**src/rtl/scl_timing_pkg.sv**
```systemverilog
package scl_timing_pkg;

    localparam int REG_BITS  = 16;
    localparam int DIV_BITS  = 10;
    localparam int DIV_BIAS  = 10;
    localparam int SYNC_DEPTH = 2;

    typedef enum logic [1:0] {
        SEL_DIV  = 2'd0,
        SEL_RCV  = 2'd1,
        SEL_STAT = 2'd2,
        SEL_NONE = 2'd3
    } reg_sel_e;

    typedef enum logic {
        PH_LOW  = 1'b0,
        PH_HIGH = 1'b1
    } scl_phase_e;

    typedef struct packed {
        logic sda;
        logic scl;
    } line_pair_t;

    function automatic reg_sel_e decode_offset(input logic [1:0] word_idx);
        case (word_idx)
            2'd0:    return SEL_DIV;
            2'd1:    return SEL_RCV;
            2'd2:    return SEL_STAT;
            default: return SEL_NONE;
        endcase
    endfunction

    function automatic scl_phase_e flip_phase(input scl_phase_e p);
        return (p == PH_HIGH) ? PH_LOW : PH_HIGH;
    endfunction

endpackage

```
**src/rtl/scl_regfile.sv**
```systemverilog
module scl_regfile
    import scl_timing_pkg::*;
#(
    parameter int DIV_W = DIV_BITS,
    parameter int REG_W = REG_BITS
) (
    input  logic             clk,
    input  logic             rst,
    input  logic             wr_en,
    input  reg_sel_e         sel,
    input  logic [REG_W-1:0] wdata,
    input  line_pair_t       status,
    output logic [DIV_W-1:0] div_q,
    output logic             rcv_q,
    output logic [REG_W-1:0] rdata
);

    // Register state: divisor resets to zero, recovery bit resets released.
    always_ff @(posedge clk) begin
        if (rst) begin
            div_q <= '0;
            rcv_q <= 1'b1;
        end else if (wr_en) begin
            case (sel)
                SEL_DIV: div_q <= wdata[DIV_W-1:0];
                SEL_RCV: rcv_q <= wdata[0];
                default: ;
            endcase
        end
    end

    // Read mux; unused bit positions stay zero.
    always_comb begin
        rdata = '0;
        case (sel)
            SEL_DIV:  rdata[DIV_W-1:0] = div_q;
            SEL_RCV:  rdata[0]         = rcv_q;
            SEL_STAT: rdata[1:0]       = {status.sda, status.scl};
            default:  rdata            = '0;
        endcase
    end

    logic unused_wdata_bits;
    assign unused_wdata_bits = ^wdata[REG_W-1:DIV_W];

endmodule

```
**src/rtl/scl_line_sync.sv**
```systemverilog
module scl_line_sync #(
    parameter int LINES  = 2,
    parameter int STAGES = 2
) (
    input  logic             clk,
    input  logic             rst,
    input  logic [LINES-1:0] raw,
    output logic [LINES-1:0] synced
);

    for (genvar i = 0; i < LINES; i++) begin : g_line
        logic [STAGES-1:0] chain;
        always_ff @(posedge clk) begin
            if (rst) chain <= '0;
            else     chain <= {chain[STAGES-2:0], raw[i]};
        end
        assign synced[i] = chain[STAGES-1];
    end

endmodule

```
**src/rtl/scl_divider.sv**
```systemverilog
module scl_divider
    import scl_timing_pkg::*;
#(
    parameter int DIV_W  = DIV_BITS,
    parameter int OFFSET = DIV_BIAS
) (
    input  logic             clk,
    input  logic             rst,
    input  logic [DIV_W-1:0] div_n,
    input  logic             run_req,
    input  logic             bus_ok,
    input  logic             scl_seen,
    output logic             scl_oe
);

    localparam int CNT_W = DIV_W + 1;

    scl_phase_e       phase_q;
    logic [CNT_W-1:0] cnt_q;
    logic [CNT_W-1:0] reload;
    logic             running;
    logic             at_end;
    logic             stretched;

    // Each phase spans N+OFFSET clocks: counter runs reload..0.
    assign reload    = CNT_W'(div_n) + CNT_W'(OFFSET - 1);
    assign running   = run_req & bus_ok;
    assign at_end    = (cnt_q == '0);
    assign stretched = (phase_q == PH_HIGH) & ~scl_seen;

    always_ff @(posedge clk) begin
        if (rst || !running) begin
            phase_q <= PH_HIGH;
            cnt_q   <= reload;
        end else if (at_end) begin
            if (!stretched) begin
                phase_q <= flip_phase(phase_q);
                cnt_q   <= reload;
            end
        end else begin
            cnt_q <= cnt_q - 1'b1;
        end
    end

    // Open-drain: forced recovery always pulls; otherwise only in low phase.
    assign scl_oe = ~bus_ok | (running & (phase_q == PH_LOW));

endmodule

```
**src/rtl/scl_timing_ctrl.sv**
```systemverilog
module scl_timing_ctrl
    import scl_timing_pkg::*;
#(
    parameter int DIV_W       = DIV_BITS,
    parameter int DIV_OFFSET  = DIV_BIAS,
    parameter int SYNC_STAGES = SYNC_DEPTH
) (
    input  logic                clk,
    input  logic                rst,
    input  logic                bus_sel,
    input  logic                bus_wr,
    input  logic [2:0]          bus_addr,
    input  logic [REG_BITS-1:0] bus_wdata,
    output logic [REG_BITS-1:0] bus_rdata,
    input  logic                gen_en,
    input  logic                scl_in,
    input  logic                sda_in,
    output logic                scl_oe,
    output logic                slave_rx_force
);

    reg_sel_e         sel;
    logic             wr_en;
    logic [DIV_W-1:0] div_q;
    logic             rcv_q;
    logic [1:0]       sync_lines;
    line_pair_t       status;

    assign sel   = decode_offset(bus_addr[2:1]);
    assign wr_en = bus_sel & bus_wr;

    assign status.sda = sync_lines[1];
    assign status.scl = sync_lines[0];

    scl_regfile #(.DIV_W(DIV_W), .REG_W(REG_BITS)) u_regs (
        .clk    (clk),
        .rst    (rst),
        .wr_en  (wr_en),
        .sel    (sel),
        .wdata  (bus_wdata),
        .status (status),
        .div_q  (div_q),
        .rcv_q  (rcv_q),
        .rdata  (bus_rdata)
    );

    scl_line_sync #(.LINES(2), .STAGES(SYNC_STAGES)) u_sync (
        .clk    (clk),
        .rst    (rst),
        .raw    ({sda_in, scl_in}),
        .synced (sync_lines)
    );

    scl_divider #(.DIV_W(DIV_W), .OFFSET(DIV_OFFSET)) u_div (
        .clk      (clk),
        .rst      (rst),
        .div_n    (div_q),
        .run_req  (gen_en),
        .bus_ok   (rcv_q),
        .scl_seen (status.scl),
        .scl_oe   (scl_oe)
    );

    assign slave_rx_force = ~rcv_q;

    logic unused_addr_lsb;
    assign unused_addr_lsb = bus_addr[0];

endmodule

```
**config.mk**
```make
export PLATFORM = sky130hd
export DESIGN_NAME = scl_timing_ctrl
export DESIGN_NICKNAME = d
export VERILOG_FILES = /design/src/rtl/scl_timing_pkg.sv /design/src/rtl/scl_regfile.sv /design/src/rtl/scl_line_sync.sv /design/src/rtl/scl_divider.sv /design/src/rtl/scl_timing_ctrl.sv
export SDC_FILE = /design/constraint.sdc
export NUM_CORES = 1
export LEC_CHECK = 0
export BUFFER_PORTS_ARGS = -buffer_cell sky130_fd_sc_hd__buf_2
export CORE_MARGIN = 2
export CORE_UTILIZATION = 52
export DETAILED_ROUTE_END_ITERATION = 16
export GPL_ROUTABILITY_DRIVEN = 1
export PLACE_DENSITY = 0.81
export SYNTH_ARGS = -nofsm -noshare
export SYNTH_HDL_FRONTEND = slang
export SYNTH_HIERARCHICAL = 1
export SYNTH_SLANG_ARGS = --single-unit
```
**constraint.sdc**
```tcl
create_clock -name clk -period 2.8 [get_ports clk]
set_clock_uncertainty 0.2 [all_clocks]
set_input_delay 0 -clock clk [delete_from_list [all_inputs] [get_ports clk]]
set_output_delay 0 -clock clk [all_outputs]
set_load 0.03 [all_outputs]
```
Word level (Yosys, flattened, before mapping)
Cells that the tools add are included.
{"block": "word_totals", "regBits": 27, "out_inout_bits": 18, "word_cells": 38}
{"block": "classes", "add_sub_neg": 2, "eq_ne": 5, "n_mux": 8, "n_bitwise": 9, "reduce_logical": 8}
{"cell": "11-bit 2-to-1 mux", "n": 3}
{"cell": "10-bit by 4-bit adder with 11-bit output, second input constant", "n": 1}
{"cell": "11-bit zero test", "n": 1}
{"cell": "11-bit by 1-bit subtractor with 11-bit output, second input constant", "n": 1}
{"cell": "8-bit 2-to-1 mux", "n": 1}
{"cell": "2-bit case mux with 3 select lines", "n": 1}
{"cell": "2-bit AND reduction", "n": 3}
{"cell": "1-bit AND", "n": 4}
{"cell": "2-bit by 1-bit equality test with 1-bit output, second input constant", "n": 2}
{"cell": "2-bit equality test, second input constant", "n": 2}
{"cell": "2-bit zero test", "n": 2}
{"cell": "1-bit NOT", "n": 4}
{"cell": "3-bit inequality test, second input constant", "n": 1}
{"cell": "1-bit case mux with 3 select lines", "n": 1}
{"cell": "1-bit case mux with 2 select lines", "n": 1}
{"cell": "1-bit zero test", "n": 1}
{"cell": "1-bit logical OR", "n": 1}
{"cell": "1-bit 2-to-1 mux", "n": 1}
{"cell": "1-bit OR", "n": 1}

Longest topological paths before layout
Gate-level depths: netlist of the first run.
{"block": "logic_depth", "ltp_word": 5, "ltp_mapped": 7, "ltp_nobuf": 6}

By module
The synthesis of the first run kept the hierarchy.
{"module": "scl_divider", "n_inst": 1, "cells_per_inst": 86, "area_per_inst_um2": 889.6, "seq_area_each_um2": 350.3}
{"module": "scl_regfile", "n_inst": 1, "cells_per_inst": 70, "area_per_inst_um2": 640.6, "seq_area_each_um2": 220.2}
{"module": "scl_line_sync", "n_inst": 1, "cells_per_inst": 10, "area_per_inst_um2": 120.1, "seq_area_each_um2": 80.1}
{"module": "scl_timing_ctrl", "n_inst": 1, "cells_per_inst": 4, "area_per_inst_um2": 17.5, "seq_area_each_um2": 0.0}

Least setup slack after synthesis of the first run
OpenSTA, ideal clock, no wires.
{"block": "synth_timing", "path_kind": "register -> register", "from": "reg u_div.cnt_q[5]", "to": "reg u_div.cnt_q[0] (enable)", "setup_time_ns": 0.397, "t_arrival_ns": 1.819, "t_required_ns": 2.203, "slack_ns": 0.384, "stages_incl_launch_ff": 4, "cell_sequence": "edfxtp_1 > or4_4 > nor4_1 > nand4b_1"}
{"block": "synth_between", "elab_chain_cells": 2}
{"element": "start, declared", "line": "scl_divider.sv:19", "source": "logic [CNT_W-1:0] cnt_q;"}
{"element": "start signal, assigned", "line": "scl_divider.sv:34", "source": "cnt_q <= reload;"}
{"element": "start signal, assigned", "line": "scl_divider.sv:38", "source": "cnt_q <= reload;"}
{"element": "start signal, assigned", "line": "scl_divider.sv:41", "source": "cnt_q <= cnt_q - 1'b1;"}
{"element": "11-bit zero test", "line": "scl_divider.sv:28", "source": "assign at_end = (cnt_q == '0);"}
{"element": "3-bit inequality test (no source line)"}
Every way passes these cells.
A chain may end at the register's enable or synchronous reset.

Worst setup path in the final report of the first run
{"block": "layout_timing", "from": "reg u_div.cnt_q[0]", "to": "reg u_div.cnt_q[8] (data pin)"}
{"block": "layout_between", "elab_chain_cells": 3, "word_cells_on_any_way": 4, "classes_between": "add/sub: 1; mux: 2; reduce/logical: 1"}
{"element": "11-bit by 1-bit subtractor with 11-bit output or 11-bit zero test (tied branches)", "line": "scl_divider.sv:41, scl_divider.sv:28"}
{"element": "11-bit 2-to-1 mux *", "line": "scl_divider.sv:35", "source": "end else if (at_end) begin"}
{"element": "11-bit 2-to-1 mux *", "line": "scl_divider.sv:32", "source": "if (rst || !running) begin"}
Every way passes the cells marked *; elsewhere a longest branch is shown, timed or not.

==> results.md, run 1 <==
* Outcome: finished, final reports clean
* Worst Hold Class: input port to primary output
* Startpoint Class: flop
* Starting Density at 0.546
* Max Clk Rate at a little under 400 MHz
* Synthesis-to-finish area growth at 27.3%
* Worst-path clk slew at around 0.16 ns
* Flops & latches, synth at 27
* CP cell instances: inv_1 > ha_1 > or4b_2 > nor4_1 > xnor2_1 > mux2i_1
* Mean Syn Cell Area at ~9.8 um2
* # Post-CTS Setup Buffers at 0
* Logic pwr share at 0.195
* Post_cts resized at 0
* Sink Count at 27
* Largest net degree at the start of global routing at 28
* Die Footprint at 0.00368 mm2
* DRC at 0
* Worst path max stage delay at 0.67 ns
* Root buffer cell: clkbuf_4
* Post-synthesis sequential area ratio at 0.390
* RR Startpoint: u_div/cnt_q[0]$_DFFE_PP_
* Final setup fails at 0
* Clock latency on the worst-skew pair at roughly 0.34 ns
* Critical path class: flop to flop
* Sw frac at 0.285
* DP HPWL at 2210 um
* Ys Warns at 6
* Nets at between 200 and 300
* Lkg Pwr at between 0.9 and 1 nW
* Max cap viols at 0
* Core area at roughly 0.0031 mm2
* First-pass GRT wire length at 6440 um
* RSZ-0062 raised after global routing: false
* Antenna violations before repair at 0
* Crit-path max FO at 5
* Port bufs at 30
* CP delay by family, top: simple AND/OR/NAND/NOR gates
* Pwr dens at about 360 mW/mm2
* Hold WS at ~0.23 ns
* DR pass1 iterations at 4
* Post-route setup TNS at 0 ns
* Syn Std Cell Area at 0.00167 mm2
* Worst slew margin at 0.325
* # fillers at 207
* Slew Limit Fails at 0
* Synthesized instance count at between 150 and 200
* Clock network fraction of design power at 0.231
* Vias per cell at around 5.2
* Pint at 0.000554 W
* CTS tree: yes
* Crit. End Element: flop
* Crit share post-route at 0.905
* CP bufs+invs at 1
* Total grt overflow at 0
* Worst Setup SP: u_div/cnt_q[0]$_DFFE_PP_
* ANT nets after route at 0
* Hold wc startpoint: bus_addr[2]
* Layout cells sized above 1 at 0.187
* Max VDD drop at approximately 0.28 mV
* # hold bufs at CTS at 29
* Vias at roughly 1400
* Overall die width at between 60 and 70 um
* Row count at 20
* H-tree lvl count at 1
* Sequential Power Share at 0.575
* Slew @ Worst Pin at ~1 ns
* Gr usage total at 0.238
* Slowest CP cell: or4b_2
* Clock Path Buffers at 2
* DR iter-0 viols at 29
* Die height at about 61 um
* Routability cong. at between 0.7 and 0.8
* Num CTS Buffers at 3
* Final hold violations at 0
* Switching pwr at about 0.00022 W
* CP Data Required Time at around 2.7 ns
* Synth unique cells at 39
* WL per Instance at around 15 um
* Antenna fix cells at 0
* Vias in the first global route at between 1000 and 1500
* Period minus WS final at about 2.5 ns
* Critical Path AT at around 2.4 ns
* Ports at 44
* Final WL at a little under 4000 um
[sequential cells by signal, indices dropped and copies added, names as in the netlist]
| signal | flops |
|---|---|
| u_regs/rcv_q | 1 |
| u_div/phase_q | 1 |
| u_sync/g_line.chain | 4 |
| u_regs/div_q | 10 |
| u_div/cnt_q | 11 |
[layer usage]
metal  routed length [um]  vias to the layer above  GRT usage
met4                   92                        0      0.112
met2                 2020                       45      0.422
li1                     -                      678          -
met3                  149                       11     0.0256
met5                    0                        -          0
met1                 1640                      661      0.287
[cells in the final DEF (no fill, tap or decap), types with 2 or more instances in the layout]
cell / n
and2_1: 9
nor2b_1: 5
buf_2: 30
nand3b_1: 2
nor4_1: 3
buf_4: 2
nor2_1: 8
conb_1: 6
nand2_1: 5
edfxtp_1: 11
dlygate4sd3_1: 29
o21ai_1: 2
clkbuf_4: 3
xor2_1: 2
xnor2_1: 14
mux2i_1: 18
ha_1: 3
o21ai_0: 5
a21oi_1: 2
nor3_1: 4
inv_1: 5
and3_1: 2
dfxtp_1: 16
nand2b_1: 21
nor3b_1: 2
[power by group through the flow]
stage / Sequential, W / Clock [W] / Combinational [W]
2_1_floorplan: 0.000447 / 0 / 0.000103
3_3_place_gp: 0.000450 / 0 / 0.000116
3_5_place_dp: 0.000452 / 0 / 0.000122
4_1_cts: 0.000443 / 0.000176 / 0.000145
5_1_grt: 0.000447 / 0.000192 / 0.000164
6_report: 0.000444 / 0.000178 / 0.000151
[cells in the mapped netlist, drive strengths merged]
cell | count | area share
dfxtp | 16 | 0.19
a31oi | 1 | 0.0038
clkbuf | 5 | 0.011
ha | 3 | 0.023
nor2b | 5 | 0.019
xnor2 | 14 | 0.074
and3b | 1 | 0.0053
nor2 | 9 | 0.022
a21o | 1 | 0.0045
nor3b | 3 | 0.017
nand2b | 21 | 0.079
inv | 5 | 0.011
o21ai | 7 | 0.021
and3 | 2 | 0.0075
conb | 1 | 0.0022
mux2i | 18 | 0.11
xor2 | 2 | 0.011
or4b | 1 | 0.0060
a21oi | 3 | 0.011
nand4 | 1 | 0.0038
nand2 | 5 | 0.011
nand4b | 1 | 0.0053
or3 | 1 | 0.0038
o31ai | 1 | 0.0045
and2 | 9 | 0.034
nand3b | 2 | 0.0090
nor3 | 4 | 0.012
o41ai | 1 | 0.017
nand3 | 1 | 0.0030
buf | 10 | 0.050
or4 | 1 | 0.0068
edfxtp | 11 | 0.20
nor4 | 3 | 0.011
nor4b | 1 | 0.0053
[worst register-to-register path, delay by kind of cell, from the launching register on]
family,cells,cell delay [ns]
AND/OR/NAND/NOR,2,0.94
buffers and inverters,1,0.17
XOR/XNOR,1,0.17
flip-flops,1,0.51
multiplexers,1,0.09
adder cells (fa/ha/maj),1,0.22
[logic make-up (layout without fill, tap and decap cells)]
kind of cell    after synthesis  after routing  synth area share
simple gates                 71             71             0.260
flops                        27             27             0.390
buf+inv                      20             70            0.0720
mux                          18             18             0.108
xor+xnor                     16             16            0.0840
compound gates               14             14            0.0615
fa+ha+maj                     3              3            0.0225
other cells                   1              6           0.00225
[through the flow]
| stage | instance area [um2] | total power, W | cells | utilization | worst slack [ns] |
|---|---|---|---|---|---|
| 2_1_floorplan | 1690 | 0.000551 | 175 | - | 0.384 |
| 3_3_place_gp | 1810 | 0.000567 | 236 | 0.591 | 0.433 |
| 3_5_place_dp | 1810 | 0.000574 | 236 | 0.591 | 0.325 |
| 4_1_cts | 2120 | 0.000765 | 269 | 0.695 | 0.286 |
| 5_1_grt | 2120 | 0.000803 | 269 | 0.695 | 0.129 |
| 6_report | 2120 | 0.000774 | 269 | 0.695 | 0.265 |
[layout make-up]
type	count	area [um2]	area share
clock inverters	1	5.00	0.00236
multi-input cells	128	916	0.431
repair buffers	61	455	0.214
flip-flops and latches	27	651	0.306
clock buffers	3	22.5	0.0106
well taps	44	55.1	0.0259
inverters	5	18.8	0.00884
[worst paths after layout]
check | end | slack (ns) | cells past startpoint
max | u_div/cnt_q[8]$_DFFE_PP_ | 0.27 | 6
min | bus_rdata[0] | 0.23 | 3
max reg2reg | u_div/cnt_q[8]$_DFFE_PP_ | 0.27 | 6
min reg2reg | u_sync/g_line[1].chain[1]$_SDFF_PP0_ | 0.27 | 1
Note: power is estimated with default switching activity, not from simulation.
==> run 2, diff against run 1 <==
CORE_UTILIZATION = 55   (was 52)
PLACE_DENSITY = 0.85   (was 0.81)
clock period = 3.1 ns   (was 2.8 ns; I/O delays follow)
==> results.md, run 2 (synthesis gave the netlist of run 1 again) <==
* Crit-path max FO at 5 (unchanged)
* Startpoint Class: flop (unchanged)
* Root buffer cell: clkbuf_4 (unchanged)
* Largest net degree at the start of global routing at 28 (unchanged)
* Top reg by flops: u_div/cnt_q (unchanged)
* Pwr dens at 337 mW/mm2 (was 364 mW/mm2)
* Area occupied by multi-input gates at 916 um2 (unchanged)
* Worst slew margin at 0.362 (was 0.325)
* Vias at 1504 (was 1395)
* CTS tree: yes (unchanged)
* Core area at 0.00283 mm2 (was 0.00305 mm2)
* Critical Path AT at 2.37 ns (was 2.43 ns)
* Max Clk Rate at 409 MHz (was 394 MHz)
* Total grt overflow at 0 (unchanged)
* WL per Instance at 18.3 um (was 14.5 um)
* Reg2reg end: u_div/cnt_q[8]$_DFFE_PP_ (unchanged)
* Post_cts resized at 0 (unchanged)
* Slew Limit Fails at 0 (unchanged)
* Starting Density at 0.590 (was 0.546)
* Routability cong. at 0.766 (was 0.726)
* R2R setup slack at 0.65 ns (was 0.27 ns)
* Nets at 256 (was 255)
* Slowest CP cell: or4b_2 (unchanged)
* DP HPWL at 2390 um (was 2210 um)
* RSZ-0062 raised after global routing: false (unchanged)
* Depth of the worst hold-timing path at 3 (unchanged)
* Critical path class: flop to flop (unchanged)
* Ports at 44 (unchanged)
* Port bufs at 30 (unchanged)
* CP Data Required Time at 3.02 ns (was 2.70 ns)
* Crit. End Element: flop (unchanged)
* Antenna fix cells at 0 (unchanged)
* Final hold violations at 0 (unchanged)
* Gr usage total at 0.297 (was 0.238)
* Hold wc startpoint: bus_addr[1] (was bus_addr[2])
* Max cap viols at 0 (unchanged)
* DR iter-0 viols at 65 (was 29)
* Hold Path Sink: bus_rdata[1] (was bus_rdata[0])
* Slew @ Worst Pin at 0.953 ns (was 1.01 ns)
* Worst-path clk slew at 0.16 ns (about the same)
* Clock latency on the worst-skew pair at 0.35 ns (was 0.34 ns)
* RR Startpoint: u_div/cnt_q[0]$_DFFE_PP_ (unchanged)
* Commonest non-fill, non-tap cells in the layout: dlygate4sd3_1, buf_2, nand2b_1, mux2i_1, dfxtp_1 (was buf_2, dlygate4sd3_1, nand2b_1, mux2i_1, dfxtp_1)
* Layout cells sized above 1 at 0.181 (was 0.187)
* ANT nets after route at 0 (unchanged)
* Die Footprint at 0.00349 mm2 (was 0.00368 mm2)
* Layout Utilization at 0.748 (was 0.695)
* Crit share post-route at 0.789 (was 0.905)
* Antenna violations before repair at 0 (unchanged)
* Worst Hold Class: input port to primary output (unchanged)
* Worst path max stage delay at 0.67 ns (about the same)
* CP cell instances: inv_1 > ha_1 > or4b_2 > nor4_1 > xnor2_1 > mux2i_1 (unchanged)
* Vias per cell at 5.85 (was 5.19)
* Lkg Pwr at 0.924 nW (was 0.920 nW)
* Num CTS Buffers at 3 (unchanged)
* Die height at 59.1 um (was 60.6 um)
* Post-route setup TNS at 0 ns (unchanged)
* DR pass1 iterations at 5 (was 4)
* Top Registers: u_div/cnt_q (11), u_regs/div_q (10), u_sync/g_line.chain (4) (unchanged)
* # fillers at 155 (was 207)
* First-pass GRT wire length at 7590 um (was 6440 um)
* Sink Count at 27 (unchanged)
* Final setup fails at 0 (unchanged)
* Period minus WS final at 2.45 ns (was 2.53 ns)
* Vias in the first global route at 1540 (was 1448)
* Worst reg-to-reg path cell count at 6 (unchanged)
* Row count at 19 (was 20)
* Max reg flops at 11 (unchanged)
* Outcome: finished, final reports clean (unchanged)
* Overall die width at 59.1 um (was 60.6 um)
* Max VDD drop at 0.293 mV (was 0.280 mV)
* DRC at 0 (unchanged)
* Register area at 651 um2 (unchanged)
* Synthesis-to-finish area growth at 26.9% (was 27.3%)
* H-tree lvl count at 1 (unchanged)
* Clock Path Buffers at 2 (unchanged)
* Final WL at 4710 um (was 3900 um)
==> run 2: worst max-delay path by stage <==
stage	startpoint	end	slack, ns	cells after the start
2_1_floorplan	u_div/cnt_q[5]$_DFFE_PP_	u_div/cnt_q[0]$_DFFE_PP_	0.68	3
3_3_place_gp	u_div/cnt_q[0]$_DFFE_PP_	u_div/cnt_q[8]$_DFFE_PP_	0.72	6
6_report	u_div/cnt_q[0]$_DFFE_PP_	u_div/cnt_q[8]$_DFFE_PP_	0.65	6
3_5_place_dp	u_div/cnt_q[0]$_DFFE_PP_	u_div/cnt_q[8]$_DFFE_PP_	0.68	6
5_1_grt	u_div/cnt_q[0]$_DFFE_PP_	u_div/cnt_q[8]$_DFFE_PP_	0.43	6
4_1_cts	u_div/cnt_q[0]$_DFFE_PP_	u_div/cnt_q[8]$_DFFE_PP_	0.65	6
==> run 2: what timing repair did <==
action | 4_1_cts | 5_1_grt
hold buffers | 30 | 0
endpoints found under the hold margin | 16 | 0
buffers inserted | 0 | 0
==> run 2: metrics by stage <==
stage,power (W),worst slack (ns),cells,hold slack [ns],area (um2)
3_3_place_gp,0.000512,0.716,223,0.0153,1790
2_1_floorplan,0.000497,0.684,175,-0.128,1690
6_report,0.000713,0.653,257,0.206,2120
5_1_grt,0.000739,0.427,257,0.235,2120
3_5_place_dp,0.000519,0.675,223,0.0129,1790
4_1_cts,0.000697,0.651,257,0.173,2120
==> run 2: power breakdown <==
| group | total (W) | switching [W] | internal [W] | leakage [nW] |
|---|---|---|---|---|
| logic | 0.000141 | 0.0000728 | 0.0000678 | 0.651 |
| clock network | 0.000170 | 0.000119 | 0.0000508 | 0.0150 |
| registers | 0.000403 | 0.0000181 | 0.000385 | 0.258 |
| total | 0.000713 | 0.000210 | 0.000504 | 0.924 |
==> run 2: worst max-delay path: cells and delay by family, from the launching register on <==
family | cells | cell delay (ns)
xor+xnor | 1 | 0.16
flops | 1 | 0.49
simple gates | 2 | 0.92
mux | 1 | 0.09
buf+inv | 1 | 0.15
fa+ha+maj | 1 | 0.22
==> run 2: cell type report <==
cell class / instances / area share
well taps: 31 / 0.0183
multi-input cells: 128 / 0.433
clock buffers: 4 / 0.0124
inverters: 5 / 0.00887
repair buffers: 62 / 0.220
flip-flops and latches: 27 / 0.308
==> run 2: routing by layer <==
| metal | global-route usage | vias to the layer above | share of wire |
|---|---|---|---|
| met5 | 0 | - | 0 |
| li1 | - | 676 | - |
| met3 | 0.0480 | 33 | 0.068 |
| met4 | 0.175 | 0 | 0.061 |
| met2 | 0.489 | 89 | 0.48 |
| met1 | 0.364 | 706 | 0.39 |
==> run 3, diff against run 2 <==
CORE_UTILIZATION = 52   (was 55)
PLACE_DENSITY = 0.81   (was 0.85)
clock period = 2.35 ns   (was 3.1 ns; I/O delays follow)
==> results.md, run 3 (synthesis gave the netlist of run 1 again) <==
* Worst path max stage delay at 0.60 ns (was 0.67 ns)
* Crit-path max FO at 6 (was 5)
* Depth of the worst hold-timing path at 4 (was 3)
* Port bufs at 30 (unchanged)
* Period minus WS final at 2.24 ns (was 2.45 ns)
* Final WL at 3360 um (was 4710 um)
* Post-Layout Inst Area at 0.00210 mm2 (was 0.00212 mm2)
* Die Footprint at 0.00368 mm2 (was 0.00349 mm2)
* CTS tree: yes (unchanged)
* Sequential Power Share at 0.575 (was 0.565)
* Root buffer cell: clkbuf_4 (unchanged)
* Core area at 0.00305 mm2 (was 0.00283 mm2)
* Worst Setup SP: u_div/cnt_q[6]$_DFFE_PP_ (was u_div/cnt_q[0]$_DFFE_PP_)
* Antenna violations before repair at 0 (unchanged)
* Hold wc startpoint: bus_addr[2] (was bus_addr[1])
* Clock latency on the worst-skew pair at 0.31 ns (was 0.35 ns)
* Ports at 44 (unchanged)
* Top reg by flops: u_div/cnt_q (unchanged)
* Synthesis-to-finish area growth at 26.2% (was 26.9%)
* Gr usage total at 0.204 (was 0.297)
* Pint at 0.000668 W (was 0.000504 W)
* Max Clk Rate at 446 MHz (was 409 MHz)
* Max cap viols at 0 (unchanged)
* DR pass1 iterations at 4 (was 5)
* Row count at 20 (was 19)
* Clock network fraction of design power at 0.215 (was 0.238)
* RSZ-0062 raised after global routing: false (unchanged)
* Post-route setup TNS at 0 ns (unchanged)
* WP depth at 5 (was 6)
* Lkg Pwr at 0.892 nW (was 0.924 nW)
* DP HPWL at 2280 um (was 2390 um)
* Max VDD drop at 0.289 mV (was 0.293 mV)
* Slew Limit Fails at 0 (unchanged)
* Critical path class: flop to flop (unchanged)
* Largest net degree at the start of global routing at 28 (unchanged)
* Crit share post-route at 0.955 (was 0.789)
* Total power at 0.000916 W (was 0.000713 W)
* CP bufs+invs at 2 (was 1)
* Outcome: finished, final reports clean (unchanged)
* Routability cong. at 0.766 (about the same)
* DRC at 0 (unchanged)
* Max reg flops at 11 (unchanged)
* Crit. End Element: flop (unchanged)
* WL per Instance at 12.6 um (was 18.3 um)
* Commonest non-fill, non-tap cell in the layout: buf_2
* Clock Path Buffers at 2 (unchanged)
* Sink Count at 27 (unchanged)
* CP cell instances: or4_4 > o41ai_4 > buf_4 > buf_4 > mux2i_1 (was inv_1 > ha_1 > or4b_2 > nor4_1 > xnor2_1 > mux2i_1)
* H-tree lvl count at 1 (unchanged)
* Logic pwr share at 0.210 (was 0.197)
* Placed cell count at 242 (was 223)
* Startpoint Class: flop (unchanged)
* Starting Density at 0.546 (was 0.590)
* Non-filler cells, final at 266 (was 257)
* Worst Hold Class: input port to flop (was input port to primary output)
* Worst reg-to-reg path cell count at 5 (was 6)
* Vias per cell at 5.04 (was 5.85)
* Vias at 1341 (was 1504)
* RR Startpoint: u_div/cnt_q[6]$_DFFE_PP_ (was u_div/cnt_q[0]$_DFFE_PP_)
* Top Registers: u_div/cnt_q (11), u_regs/div_q (10), u_sync/g_line.chain (4) (unchanged)
* Sw frac at 0.271 (was 0.294)
* First-pass GRT wire length at 5730 um (was 7590 um)
* Switching pwr at 0.000248 W (was 0.000210 W)
* CP Data Required Time at 2.32 ns (was 3.02 ns)
* Final hold violations at 0 (unchanged)
* Die height at 60.6 um (was 59.1 um)
* Most frequent CP cell: buf_4
* Nets at 252 (was 256)
* Vias in the first global route at 1358 (was 1540)
* Total grt overflow at 0 (unchanged)
* Critical Path AT at 2.22 ns (was 2.37 ns)
* Pwr dens at 435 mW/mm2 (was 337 mW/mm2)
* Placement Cell Area at 0.00186 mm2 (was 0.00179 mm2)
* ANT nets after route at 0 (unchanged)
* CP delay by family, top: simple AND/OR/NAND/NOR gates (unchanged)
* Antenna fix cells at 0 (unchanged)
* Final setup fails at 0 (unchanged)
* DR iter-0 viols at 32 (was 65)
* Worst-path clk slew at 0.14 ns (was 0.16 ns)
* Slowest CP cell: or4_4 (was or4b_2)
* Overall die width at 60.6 um (was 59.1 um)
* Num CTS Buffers at 3 (unchanged)
* Layout cells sized above 1 at 0.230 (was 0.181)
* Commonest non-fill, non-tap cells in the layout: buf_2, nand2b_1, dlygate4sd3_1, mux2i_1, dfxtp_1 (was dlygate4sd3_1, buf_2, nand2b_1, mux2i_1, dfxtp_1)
[run 3: cell types whose count changed in the layout (fill, tap and decap cells not counted), sizes merged]
| cell | previous run | this run |
|---|---|---|
| buf | 32 | 39 |
| dlygate4sd3 | 30 | 19 |
[run 3: power by group through the flow]
stage / clock (W) / combinational, W / sequential [W]
global placement: 0 / 0.000153 / 0.000534
finish: 0.000197 / 0.000192 / 0.000527
detailed placement: 0 / 0.000160 / 0.000536
floorplan: 0 / 0.000125 / 0.000533
global route: 0.000217 / 0.000207 / 0.000530
CTS: 0.000200 / 0.000183 / 0.000525
[run 3: worst reg2reg max path, delay by kind of cell (launching register included)]
family	cells	cell delay (ns)
simple gates	1	0.60
buf+inv	2	0.35
mux	1	0.19
compound gates	1	0.29
flops	1	0.48
[run 3: worst paths after layout]
kind                            slack [ns]                                    to
worst max-delay path                  0.11              u_div/cnt_q[8]$_DFFE_PP_
worst min-delay path                  0.03          u_regs/div_q[0]$_SDFFE_PP0P_
worst max register to register        0.11              u_div/cnt_q[8]$_DFFE_PP_
worst min register to register        0.26  u_sync/g_line[1].chain[1]$_SDFF_PP0_
[run 3: area by class of cell]
type,count,area [um2]
fillers,231,948
well taps,44,55.1
clock buffers,4,26.3
flip-flops and latches,27,651
repair buffers,58,408
multi-input cells,128,946
inverters,5,18.8
[run 3: layer usage]
metal / vias up / global-route usage / part of all wire / wire length (um)
li1: 671 / - / - / -
met3: 6 / 0.0235 / 0.028 / 94
met5: - / 0 / 0 / 0
met2: 29 / 0.361 / 0.52 / 1760
met1: 635 / 0.249 / 0.43 / 1450
met4: 0 / 0.0870 / 0.017 / 57
[run 3: what timing repair did]
item / 4_1_cts / 5_1_grt
setup endpoints to repair: 0 / 16
hold buffers: 19 / 0
gates resized for setup: 0 / 4
hold endpoints to repair: 16 / 0
buffers inserted: 0 / 1
[run 3: stage by stage]
stage / utilization / worst slack (ns) / hold slack, ns
floorplan: - / 0.0202 / -0.128
global placement: 0.608 / 0.126 / 0.0119
CTS: 0.679 / 0.0201 / 0.0303
global route: 0.689 / 0.0107 / 0.0427
detailed placement: 0.608 / 0.0412 / 0.0173
finish: 0.689 / 0.106 / 0.0317
